[config.mk]
export PLATFORM = sky130hd
export DESIGN_NAME = pwr_mode_ctrl
export DESIGN_NICKNAME = d
export VERILOG_FILES = /design/src/rtl/pwr_mode_pkg.sv /design/src/rtl/pmc_fsm.sv /design/src/rtl/pmc_src_hold.sv /design/src/rtl/pmc_gate_dec.sv /design/src/rtl/pwr_mode_ctrl.sv
export SDC_FILE = /design/constraint.sdc
export NUM_CORES = 1
export LEC_CHECK = 0
export BUFFER_PORTS_ARGS = -buffer_cell sky130_fd_sc_hd__buf_4
export CELL_PAD_IN_SITES_DETAIL_PLACEMENT = 0
export CELL_PAD_IN_SITES_GLOBAL_PLACEMENT = 1
export CORE_AREA = 10 10 49 51
export CTS_BUF_LIST = sky130_fd_sc_hd__clkbuf_8
export DETAILED_ROUTE_END_ITERATION = 7
export DIE_AREA = 0 0 59 61
export PLACE_DENSITY = 0.79
export REMOVE_ABC_BUFFERS = 1
export SLEW_MARGIN = 10
export SYNTH_ARGS = -nofsm -noshare
export SYNTH_HDL_FRONTEND = slang
export SYNTH_SLANG_ARGS = --single-unit
[constraint.sdc]
create_clock -name clk -period 1.95 [get_ports clk]
set_input_delay 0.0975 -clock clk [delete_from_list [all_inputs] [get_ports clk]]
set_output_delay 0.0975 -clock clk [all_outputs]
set_load 0.01 [all_outputs]
[src/rtl/pwr_mode_pkg.sv]
// Shared types for the power-mode controller.
// Assumes: the mode encoding below is seen by neighbouring logic; the
// internal state encoding is private to the controller.
package pwr_mode_pkg;

    typedef enum logic [1:0] {
        PM_RUN   = 2'b00,
        PM_IDLE  = 2'b01,
        PM_SLEEP = 2'b10
    } pm_mode_e;

    typedef enum logic [2:0] {
        ST_RUN,
        ST_IDLE,
        ST_SLP_ENTRY,
        ST_SLEEP,
        ST_SLP_WAKE
    } pm_state_e;

    typedef enum logic [1:0] {
        WK_NONE = 2'b00,
        WK_IRQ  = 2'b01,
        WK_WDT  = 2'b10,
        WK_RST  = 2'b11
    } wake_cause_e;

    localparam logic OP_IDLE  = 1'b0;
    localparam logic OP_SLEEP = 1'b1;

    // Map an internal state onto the externally visible mode.
    function automatic pm_mode_e state_to_mode(input pm_state_e st);
        case (st)
            ST_IDLE:                 return PM_IDLE;
            ST_SLEEP, ST_SLP_WAKE:   return PM_SLEEP;
            default:                 return PM_RUN;
        endcase
    endfunction

endpackage

[src/rtl/pmc_fsm.sv]
// Mode sequencer: accepts power-save requests, walks the two-step Sleep
// entry and the two-step Sleep wake, and records the wake cause.
// Assumes: req_vld_i is a single-cycle strobe; rst_n is synchronous.
module pmc_fsm
    import pwr_mode_pkg::*;
(
    input  logic        clk,
    input  logic        rst_n,
    input  logic        req_vld_i,
    input  logic        req_op_i,
    input  logic        irq_pend_i,
    input  logic        wdt_tmo_i,
    output pm_state_e   state_o,
    output logic        accept_o,
    output wake_cause_e cause_o
);

    pm_state_e   state_q, state_d;
    wake_cause_e cause_q;
    logic        wake_evt;
    logic        low_pwr;

    assign wake_evt = irq_pend_i | wdt_tmo_i;
    assign low_pwr  = (state_q == ST_IDLE) || (state_q == ST_SLEEP);
    assign accept_o = (state_q == ST_RUN) && req_vld_i && !irq_pend_i;

    // Next-state selection for the mode sequence.
    always_comb begin
        state_d = state_q;
        case (state_q)
            ST_RUN: begin
                if (accept_o)
                    state_d = (req_op_i == OP_SLEEP) ? ST_SLP_ENTRY : ST_IDLE;
            end
            ST_IDLE:      if (wake_evt) state_d = ST_RUN;
            ST_SLP_ENTRY: state_d = ST_SLEEP;
            ST_SLEEP:     if (wake_evt) state_d = ST_SLP_WAKE;
            ST_SLP_WAKE:  state_d = ST_RUN;
            default:      state_d = ST_RUN;
        endcase
    end

    // State register, reset into Run.
    always_ff @(posedge clk) begin
        if (!rst_n) state_q <= ST_RUN;
        else        state_q <= state_d;
    end

    // Wake-cause register: set on wake, cleared on an accepted request.
    always_ff @(posedge clk) begin
        if (!rst_n)
            cause_q <= WK_RST;
        else if (accept_o)
            cause_q <= WK_NONE;
        else if (low_pwr && wake_evt)
            cause_q <= irq_pend_i ? WK_IRQ : WK_WDT;
    end

    assign state_o = state_q;
    assign cause_o = cause_q;

endmodule

[src/rtl/pmc_src_hold.sv]
// Clock-source capture: follows the selected source code while the
// system is clocked and freezes it from Sleep acceptance until wake.
// Assumes: track_i is high exactly in the Run and Idle states.
module pmc_src_hold #(
    parameter int SRC_W = 3
) (
    input  logic             clk,
    input  logic             rst_n,
    input  logic             track_i,
    input  logic [SRC_W-1:0] src_i,
    output logic [SRC_W-1:0] src_o
);

    logic [SRC_W-1:0] src_q;

    // Load the live code while tracking, otherwise hold.
    always_ff @(posedge clk) begin
        if (!rst_n)       src_q <= '0;
        else if (track_i) src_q <= src_i;
    end

    assign src_o = src_q;

endmodule

[src/rtl/pmc_gate_dec.sv]
// Gate decoder: turns the controller state into clock, oscillator,
// monitor and watchdog-clear enables.
// Assumes: outputs feed glitch-safe clock-gate cells downstream.
module pmc_gate_dec
    import pwr_mode_pkg::*;
#(
    parameter int NUM_PERIPH = 4
) (
    input  pm_state_e               state_i,
    input  logic                    wdt_en_i,
    input  logic [NUM_PERIPH-1:0]   extclk_i,
    output logic                    cpu_en_o,
    output logic [NUM_PERIPH-1:0]   periph_en_o,
    output logic                    osc_en_o,
    output logic                    lprc_en_o,
    output logic                    wdt_clr_o,
    output logic                    mon_en_o,
    output pm_mode_e                mode_o
);

    logic sys_clk_off;

    assign sys_clk_off = (state_i == ST_SLEEP) || (state_i == ST_SLP_WAKE);

    // Core and oscillator enables derived from the state.
    always_comb begin
        cpu_en_o  = (state_i == ST_RUN) || (state_i == ST_SLP_ENTRY);
        osc_en_o  = (state_i != ST_SLEEP);
        lprc_en_o = sys_clk_off ? wdt_en_i : 1'b1;
        wdt_clr_o = (state_i == ST_SLP_ENTRY) && wdt_en_i;
        mon_en_o  = !sys_clk_off;
        mode_o    = state_to_mode(state_i);
    end

    // One gate per peripheral; an external clock keeps it alive in Sleep.
    for (genvar g = 0; g < NUM_PERIPH; g++) begin : g_periph
        assign periph_en_o[g] = sys_clk_off ? extclk_i[g] : 1'b1;
    end

endmodule

[src/rtl/pwr_mode_ctrl.sv]
// Power-mode controller top: Run / Idle / Sleep sequencing with clock
// gate enables, watchdog clear on Sleep entry and clock-source restore.
// Assumes: all inputs are synchronous to clk; clk itself is never gated.
module pwr_mode_ctrl
    import pwr_mode_pkg::*;
#(
    parameter int SRC_W      = 3,
    parameter int NUM_PERIPH = 4
) (
    input  logic                  clk,
    input  logic                  rst_n,
    input  logic                  req_vld_i,
    input  logic                  req_op_i,
    input  logic                  irq_pend_i,
    input  logic                  wdt_tmo_i,
    input  logic                  wdt_en_i,
    input  logic [SRC_W-1:0]      clk_src_i,
    input  logic [NUM_PERIPH-1:0] periph_extclk_i,
    output logic                  cpu_clk_en_o,
    output logic [NUM_PERIPH-1:0] periph_clk_en_o,
    output logic                  osc_en_o,
    output logic                  lprc_en_o,
    output logic                  wdt_clr_o,
    output logic                  clk_mon_en_o,
    output logic [SRC_W-1:0]      clk_src_o,
    output logic [1:0]            wake_cause_o,
    output logic [1:0]            pm_mode_o
);

    pm_state_e   fsm_state;
    wake_cause_e fsm_cause;
    pm_mode_e    dec_mode;
    logic        fsm_accept;
    logic        src_track;

    pmc_fsm u_fsm (
        .clk        (clk),
        .rst_n      (rst_n),
        .req_vld_i  (req_vld_i),
        .req_op_i   (req_op_i),
        .irq_pend_i (irq_pend_i),
        .wdt_tmo_i  (wdt_tmo_i),
        .state_o    (fsm_state),
        .accept_o   (fsm_accept),
        .cause_o    (fsm_cause)
    );

    assign src_track = (fsm_state == ST_RUN) || (fsm_state == ST_IDLE);

    pmc_src_hold #(.SRC_W(SRC_W)) u_src (
        .clk     (clk),
        .rst_n   (rst_n),
        .track_i (src_track),
        .src_i   (clk_src_i),
        .src_o   (clk_src_o)
    );

    pmc_gate_dec #(.NUM_PERIPH(NUM_PERIPH)) u_dec (
        .state_i     (fsm_state),
        .wdt_en_i    (wdt_en_i),
        .extclk_i    (periph_extclk_i),
        .cpu_en_o    (cpu_clk_en_o),
        .periph_en_o (periph_clk_en_o),
        .osc_en_o    (osc_en_o),
        .lprc_en_o   (lprc_en_o),
        .wdt_clr_o   (wdt_clr_o),
        .mon_en_o    (clk_mon_en_o),
        .mode_o      (dec_mode)
    );

    assign pm_mode_o    = dec_mode;
    assign wake_cause_o = fsm_cause;

endmodule

==> flow_metrics.py, run 1 <==
metrics = {
    "outcome": {
        "status": "completed",
    },
    "drt": {
        "met3_length_um": 127,
        "viasPerCell": 4.71,
        "drt-wirelength-per-cell_um": 13.7,
        "top_layer": "met4",
        "met2_length_um": 689,
        "first_pass_iters": 3,
        "wl_um": 1330,
        "drc": 0,
        "drtIter0Drc": 14,
        "vias": 457,
        "m1WireLength_um": 482,
        "ant_nets": 0,
    },
    "die": {
        "initial_core_util": 0.283,
        "core_area_um2": 1470,
        "io_pins": 30,
        "die-area_um2": 3600,
        "die_h_um": 61,
        "row_count": 14,
        "die_w_um": 59,
    },
    "worst_hold_path": {
        "whs_path_depth": 2,
        "whs_endpoint": "u_fsm.cause_o[1]",
        "hp-start": "rst_n",
        "hp-class": "in -> reg",
    },
    "logic_synthesis": {
        "yosysMostFrequentCell": "dfxtp_1",
        "syn_area_um2": 417,
        "yosysSeqAreaShare": 0.384,
        "synth_area_per_cell_um2": 8.17,
        "synth-xor-area-share": 0,
        "yosys_warnings": 0,
        "ys_types": 23,
        "synth_edf_count": 0,
        "synth-seq-cells": 8,
        "synth_common_cells": "8 x dfxtp_1, 5 x nand2_1, 5 x nor2_1, 5 x o21ai_0, 5 x or2_2",
        "synth_compound_area_frac": 0.234,
        "yosysTopAreaCell": "dfxtp_1",
        "synth_top_family_by_area": "simple AND/OR/NAND/NOR gates",
        "async_reset_ff_frac": 0,
        "synthFlopType": "dfxtp_1",
        "synth_fa_ha_area_frac": 0,
        "synthMuxAreaShare": 0,
        "synth_area_leaders": "dfxtp_1 38%, or2_2 7.5%, o21ai_0 6.0%, a21boi_0 5.4%, nand2_1 4.5%",
        "synth-simple-area-share": 0.318,
        "synth_cells": 51,
        "netlist.area_leader.share": 0.384,
    },
    "setup_path": {
        "cp-end-kind": "primary output",
        "reg2reg_slack_ns": 0.66,
        "cp_slowest_cell": "dfxtp_1",
        "r2r_start": "u_fsm.state_o[1]",
        "path_cells": "and2b_2 -> a22oi_2 -> or2_2 -> buf_4",
        "cpLargestDelayFamily": "flip-flops",
        "r2r_cells": 3,
        "critical_path.startpoint": "u_fsm.state_o[2]",
        "worstPathMaxFanout": 11,
        "max_stage_delay_ns": 0.53,
        "startpoint_type": "flop",
        "worstSetupPathType": "reg -> out",
        "crit_buf_inv": 1,
        "reg2reg_to": "u_fsm.cause_o[1]",
        "worstPathArrival_ns": 1.62,
        "worst_ep_required_time_ns": 1.85,
    },
    "clocking": {
        "cts_made_buffers": 3,
        "cts_tree": "built",
        "cts_hold_buf": 0,
        "ctsRootBufferMaster": "clkbuf_8",
        "ctsResizeCount": 0,
        "cts_max_level": 1,
        "cts_buffer_depth": 2,
        "cts_sinks": 8,
        "clkSlewWorstSetupHoldPaths_ns": 0.04,
        "clock_latency_ns": 0.23,
        "post-cts-setup-buffers": 0,
    },
    "power": {
        "swShare": 0.247,
        "switchingPower_uw": 120,
        "p_int_uw": 365,
        "power_leakage_nw": 0.309,
        "finalPower_uw": 485,
        "power_density_nw_per_um2": 716,
        "clkPwrFrac": 0.416,
        "combPwrFrac": 0.194,
        "p_seq_frac": 0.389,
        "vdd_drop_max_uv": 366,
    },
    "timing": {
        "max_slew_margin": 0.752,
        "setup_ws_ns": 0.230,
        "period_share": 0.882,
        "worst_slew_pin_slew_ns": 0.371,
        "fin_crit_ns": 1.72,
        "fin_setup_tns_ns": 0,
        "drv_slew": 0,
        "whs_ns": 0.0880,
        "hold_viol": 0,
        "setup_violations": 0,
        "fin_skew_ns": 0.00145,
        "rsz0062_at_grt": "false",
        "fmax_mhz": 582,
    },
    "global_routing": {
        "overflow": 0,
        "track_usage": 0.0764,
        "antenna_found_initial": 0,
        "grt_max_degree": 12,
        "grt_pass1_wl_um": 2040,
        "grt_pass1_vias": 441,
    },
    "layout": {
        "final_cell_count_no_fill": 97,
        "nNetsFinal": 97,
        "area_delta_synth_final_pct": 62.5,
        "design_area_um2": 677,
        "fin_util": 0.460,
        "drive_above_1_share": 0.506,
        "antennaDiodeCount": 0,
        "fill_cells": 159,
    },
    "placed_design": {
        "dp.cells": 94,
        "placed_cell_area_um2": 636,
        "place_ws_ns": 0.469,
        "portBuffers": 29,
        "gp_congestion": 0.677,
        "dp_hpwl_um": 1100,
    },
    "job": {
        "drv_cap": 0,
    },
}
## logic make-up after synthesis
family | count (synthesis)
compound gates | 15
buf+inv | 4
simple gates | 24
flops | 8
## cell type report
cell class	count	area, um2	area share
Sequential cell	8	160	0.237
Timing Repair Buffer	29	218	0.322
Multi-Input combinational cell	39	230	0.340
Clock buffer	3	41.3	0.0610
Tap cell	16	20.0	0.0296
Inverter	2	7.51	0.0111
## power by group through the flow
stage	registers [mW]	logic [mW]	clock network (mW)
after detailed placement	0.192	0.0958	0
after global routing	0.191	0.105	0.226
after global placement	0.192	0.0959	0
after floorplan	0.193	0.0384	0
after CTS	0.189	0.0961	0.212
final	0.189	0.0943	0.202
## worst max path at each step
stage / slack [ns] / depth (start not counted) / to
2_1_floorplan: 0.62 / 3 / lprc_en_o
3_3_place_gp: 0.51 / 4 / periph_clk_en_o[0]
3_5_place_dp: 0.47 / 4 / periph_clk_en_o[1]
4_1_cts: 0.21 / 4 / periph_clk_en_o[1]
5_1_grt: 0.09 / 4 / periph_clk_en_o[3]
6_report: 0.23 / 4 / periph_clk_en_o[1]
## layout by cell type (no fill, tap or decap)
master    count
dfxtp_1       8
nor2_1        5
a21oi_2       1
or4b_4        1
buf_4        29
nor3_1        1
o21ai_0       5
nor2b_1       1
nand2_1       5
a21oi_1       2
inv_1         2
and3_1        1
a31oi_1       1
and2b_2       1
nand3b_1      1
a21boi_0      3
clkbuf_8      3
nand3_1       2
nand2b_1      1
or2_2         5
a22oi_2       1
a22oi_1       1
o21ai_1       1
## state kept, by name (all words and copies together), names as in the netlist
register / flops
u_fsm.cause_o: 2
u_src.src_o: 3
u_fsm.state_o: 3
## layer usage
layer,vias to the layer above,GRT usage
met2,15,0.120
met3,5,0.0564
li1,235,-
met1,202,0.0685
met5,-,0
met4,0,0.0525
## worst register-to-register path, delay by kind of cell (launching register included)
kind | cells | cell delay (ns)
simple gates | 1 | 0.57
flops | 1 | 0.40
compound gates | 2 | 0.21
Note: power is estimated with default switching activity, not from simulation.
==> run 2, diff against run 1 <==
- GPL_TIMING_DRIVEN: not set -> 0
- REMOVE_ABC_BUFFERS: 1 -> not set
==> flow_metrics.py, run 2 (synthesis gave the netlist of run 1 again) <==
metrics = {
    "clocking": {
        "cts_tree": "built",
        "post-cts-setup-buffers": 0,
        "cts_sinks": 8,
        "cts_made_buffers": 3,
        "cts_hold_buf": 0,
        "clock_latency_ns": 0.23,
        "cts_buffer_depth": 2,
        "cts_max_level": 1,
        "ctsResizeCount": 0,
        "clkSlewWorstSetupHoldPaths_ns": 0.04,
        "ctsRootBufferMaster": "clkbuf_8",
    },
    "die": {
        "die-area_um2": 3600,
        "core_area_um2": 1470,
        "die_h_um": 61,
        "die_w_um": 59,
        "row_count": 14,
        "io_pins": 30,
        "initial_core_util": 0.283,
    },
    "setup_path": {
        "worstSetupPathType": "reg -> out",
        "crit_path_end": "periph_clk_en_o[0]",
        "worstPathMaxFanout": 7,
        "r2r_cells": 3,
        "max_stage_delay_ns": 0.43,
        "worstPathArrival_ns": 1.46,
        "reg2reg_to": "u_fsm.cause_o[1]",
        "worst_ep_required_time_ns": 1.85,
        "r2r_start": "u_fsm.state_o[0]",
        "cp-end-kind": "primary output",
        "path_cells": "and2b_2 -> a22oi_2 -> or2_2 -> buf_4",
        "reg2reg_slack_ns": 0.71,
        "startpoint_type": "flop",
        "critical_path.startpoint": "u_fsm.state_o[0]",
        "cp_slowest_cell": "dfxtp_1",
    },
    "global_routing": {
        "track_usage": 0.0779,
        "overflow": 0,
        "antenna_found_initial": 0,
        "grt_pass1_wl_um": 2150,
        "grt_max_degree": 11,
        "grt_pass1_vias": 480,
    },
    "drt": {
        "first_pass_iters": 4,
        "wl_um": 1340,
        "drt-wirelength-per-cell_um": 13.5,
        "viasPerCell": 4.73,
        "ant_nets": 0,
        "drc": 0,
        "drtIter0Drc": 14,
        "vias": 468,
    },
    "placed_design": {
        "dp_hpwl_um": 1100,
        "place_ws_ns": 0.624,
        "gp_congestion": 0.703,
        "portBuffers": 29,
    },
    "layout": {
        "area_delta_synth_final_pct": 67.0,
        "antennaDiodeCount": 0,
        "nNetsFinal": 99,
        "layout_common_cells": "29 x buf_4, 8 x dfxtp_1",
        "drive_above_1_share": 0.518,
        "mostFrequentLayoutCell": "buf_4",
    },
    "logic_synthesis": {
        "syn-num-nets": 65,
    },
    "timing": {
        "setup_violations": 0,
        "period_share": 0.800,
        "worst_slew_pin_slew_ns": 0.283,
        "fin_crit_ns": 1.56,
        "whs_ns": 0.101,
        "fmax_mhz": 641,
        "drv_slew": 0,
        "fin_skew_ns": 0.00286,
        "hold_viol": 0,
        "rsz0062_at_grt": "false",
        "fin_setup_tns_ns": 0,
        "setup_ws_ns": 0.390,
        "max_slew_margin": 0.811,
    },
    "power": {
        "power_density_nw_per_um2": 692,
        "vdd_drop_max_uv": 398,
        "power_leakage_nw": 0.321,
        "finalPower_uw": 481,
    },
    "job": {
        "drv_cap": 0,
    },
    "outcome": {
        "status": "completed",
    },
    "worst_hold_path": {
        "hp-class": "in -> reg",
    },
}
## run 2: report_power, final
| group | switching [mW] | total (mW) | internal (mW) |
|---|---|---|---|
| clock | 0.0630 | 0.197 | 0.134 |
| sequential | 0.00870 | 0.186 | 0.177 |
| combinational | 0.0439 | 0.0991 | 0.0553 |
| total | 0.116 | 0.481 | 0.366 |
## run 2: per-layer routing
metal  share of wire  wire length (um)  vias up  track usage
li1                -                 -      242            -
met1            0.41               551      204       0.0806
met2            0.44               592       20        0.111
met3            0.13               180        2       0.0564
met4          0.0090                12        0       0.0492
met5               0                 0        -            0
## run 2: worst min-delay path by stage
stage | startpoint | endpoint | depth (start not counted)
2_1_floorplan | rst_n | u_fsm.cause_o[0] | 1
3_3_place_gp | rst_n | u_fsm.cause_o[0] | 2
3_5_place_dp | rst_n | u_fsm.cause_o[1] | 2
4_1_cts | rst_n | u_fsm.cause_o[0] | 2
5_1_grt | rst_n | u_fsm.cause_o[0] | 2
6_report | rst_n | u_fsm.cause_o[1] | 2
## run 2: metrics by stage
step            util  cell area, um2  std cells
2_1_floorplan      -             417         51
3_3_place_gp   0.445             654         96
3_5_place_dp   0.445             654         96
4_1_cts        0.473             696         99
5_1_grt        0.473             696         99
6_report       0.473             696         99
## run 2: area by class of cell
class                           instances  area, um2
Sequential cell                         8        160
Tap cell                               16       20.0
Multi-Input combinational cell         39        230
Buffer                                  2       18.8
Clock buffer                            3       41.3
Fill cell                             162        776
Timing Repair Buffer                   29        218
Inverter                                2       7.51
## run 2: critical path: cells and delay by family (launching register included)
family / cells / cell delay [ns]
flops: 1 / 0.43
buf+inv: 1 / 0.15
simple gates: 2 / 0.53
compound gates: 1 / 0.13
==> run 3, diff against run 2 <==
- CORE_AREA: 10 10 49 51 -> 10 10 60 50
- DIE_AREA: 0 0 59 61 -> 0 0 70 60
- PLACE_DENSITY: 0.79 -> 0.68
- clock period: 1.95 -> 1.4 ns (I/O delays scaled with it)
==> flow_metrics.py, run 3 (synthesis gave the netlist of run 1 again) <==
metrics = {
    "drt": {
        "drt-wirelength-per-cell_um": 13.0,
        "drc": 0,
        "drtIter0Drc": 14,
        "vias": 480,
        "viasPerCell": 4.40,
        "first_pass_iters": 4,
        "wl_um": 1420,
        "ant_nets": 0,
    },
    "timing": {
        "setup_violations": 0,
        "whs_ns": 0.0715,
        "fin_skew_ns": 0.00508,
        "period_share": 0.997,
        "setup_ws_ns": 0.00466,
        "worst_slew_pin_slew_ns": 0.280,
        "hold_viol": 0,
        "rsz0062_at_grt": "true",
        "fin_setup_tns_ns": 0,
        "max_slew_margin": 0.813,
        "fmax_mhz": 717,
        "fin_crit_ns": 1.40,
        "drv_slew": 0,
    },
    "die": {
        "die_w_um": 70,
        "core_area_um2": 1890,
        "die-area_um2": 4200,
        "io_pins": 30,
        "initial_core_util": 0.220,
        "row_count": 14,
        "die_h_um": 60,
    },
    "global_routing": {
        "grt_max_degree": 11,
        "antenna_found_initial": 0,
        "grt_pass1_wl_um": 2350,
        "grt_pass1_vias": 496,
        "track_usage": 0.0704,
        "overflow": 0,
    },
    "setup_path": {
        "max_stage_delay_ns": 0.35,
        "cp_slowest_cell": "dfxtp_4",
        "cp-end-kind": "primary output",
        "path_cells": "and2b_2 -> a22oi_2 -> or2_2 -> buf_4",
        "worst_ep_required_time_ns": 1.33,
        "worstPathMaxFanout": 7,
        "worstSetupPathType": "reg -> out",
        "critical_path.startpoint": "u_fsm.state_o[0]",
        "startpoint_type": "flop",
        "r2r_start": "u_fsm.state_o[0]",
        "worstPathArrival_ns": 1.33,
    },
    "power": {
        "switchingPower_uw": 171,
        "clkPwrFrac": 0.403,
        "swShare": 0.247,
        "finalPower_uw": 692,
        "p_seq_frac": 0.372,
        "power_leakage_nw": 0.339,
        "vdd_drop_max_uv": 511,
        "p_int_uw": 521,
        "combPwrFrac": 0.225,
        "power_density_nw_per_um2": 928,
    },
    "layout": {
        "layout_common_cells": "30 x buf_4, 6 x dfxtp_1, 5 x nand2_1, 5 x o21ai_0",
        "mostFrequentLayoutCell": "buf_4",
        "drive_above_1_share": 0.565,
        "fill_cells": 201,
        "antennaDiodeCount": 0,
        "multiInputGateArea_um2": 240,
        "final_cell_count_no_fill": 109,
        "area_delta_synth_final_pct": 79.0,
        "nNetsFinal": 101,
        "final-seq-area_um2": 165,
    },
    "outcome": {
        "status": "completed",
    },
    "clocking": {
        "clkSlewWorstSetupHoldPaths_ns": 0.04,
        "cts_hold_buf": 0,
        "cts_max_level": 1,
        "cts_sinks": 8,
        "cts_tree": "built",
        "cts_buffer_depth": 2,
        "ctsRootBufferMaster": "clkbuf_8",
        "clock_latency_ns": 0.23,
        "cts_made_buffers": 3,
    },
    "placed_design": {
        "place_ws_ns": 0.106,
        "dp.cells": 104,
        "portBuffers": 29,
        "dp_hpwl_um": 1160,
        "gp_congestion": 0.793,
    },
    "logic_synthesis": {
        "syn-num-nets": 65,
    },
    "worst_hold_path": {
        "hp-class": "in -> reg",
        "hp-start": "rst_n",
    },
    "job": {
        "drv_cap": 0,
    },
}
[run 3: power groups by stage]
stage | clock, mW | sequential (mW) | combinational (mW)
floorplan | 0 | 0.266 | 0.0583
CTS | 0.285 | 0.258 | 0.159
global route | 0.302 | 0.259 | 0.172
finish | 0.279 | 0.258 | 0.156
global placement | 0 | 0.262 | 0.142
detailed placement | 0 | 0.263 | 0.142
[run 3: critical path: cells and delay by family, from the launching register on]
kind / cells / cell delay [ns]
flops: 1 / 0.35
simple gates: 2 / 0.37
compound gates: 1 / 0.27
buf+inv: 1 / 0.11
[run 3: cell type report]
class,count,area share
multi-input combinational,39,0.322
inverter,2,0.0101
clock buffer,3,0.0554
timing repair buffer,31,0.317
buffer,2,0.0336
tap,24,0.0403
sequential,8,0.221
[run 3: repair_timing]
item | CTS | global route
setup endpoints to repair | 7 | 6
resized for setup | 9 | 0
pin swaps | 2 | 0
hold endpoints to repair | 0 | 0
setup buffers | 2 | 0
[run 3: per-layer routing]
| layer | wire, um | track usage | vias to the layer above |
|---|---|---|---|
| li1 | - | - | 245 |
| met1 | 571 | 0.0720 | 215 |
| met2 | 680 | 0.114 | 16 |
| met3 | 116 | 0.0281 | 4 |
| met4 | 48 | 0.0590 | 0 |
| met5 | 0 | 0 | - |
[run 3: metrics by stage]
| step | area, um2 | utilization |
|---|---|---|
| 4_1_cts | 746 | 0.394 |
| 3_5_place_dp | 664 | 0.351 |
| 2_1_floorplan | 417 | - |
| 6_report | 746 | 0.394 |
| 3_3_place_gp | 664 | 0.351 |
| 5_1_grt | 746 | 0.394 |
[run 3: final timing paths]
path | end | slack [ns] | depth (start not counted)
setup / recovery | periph_clk_en_o[1] | 0.005 | 4
hold / removal | u_fsm.cause_o[0] | 0.07 | 2
setup reg to reg | u_fsm.cause_o[1] | 0.05 | 4
hold reg to reg | u_src.src_o[2] | 0.49 | 2
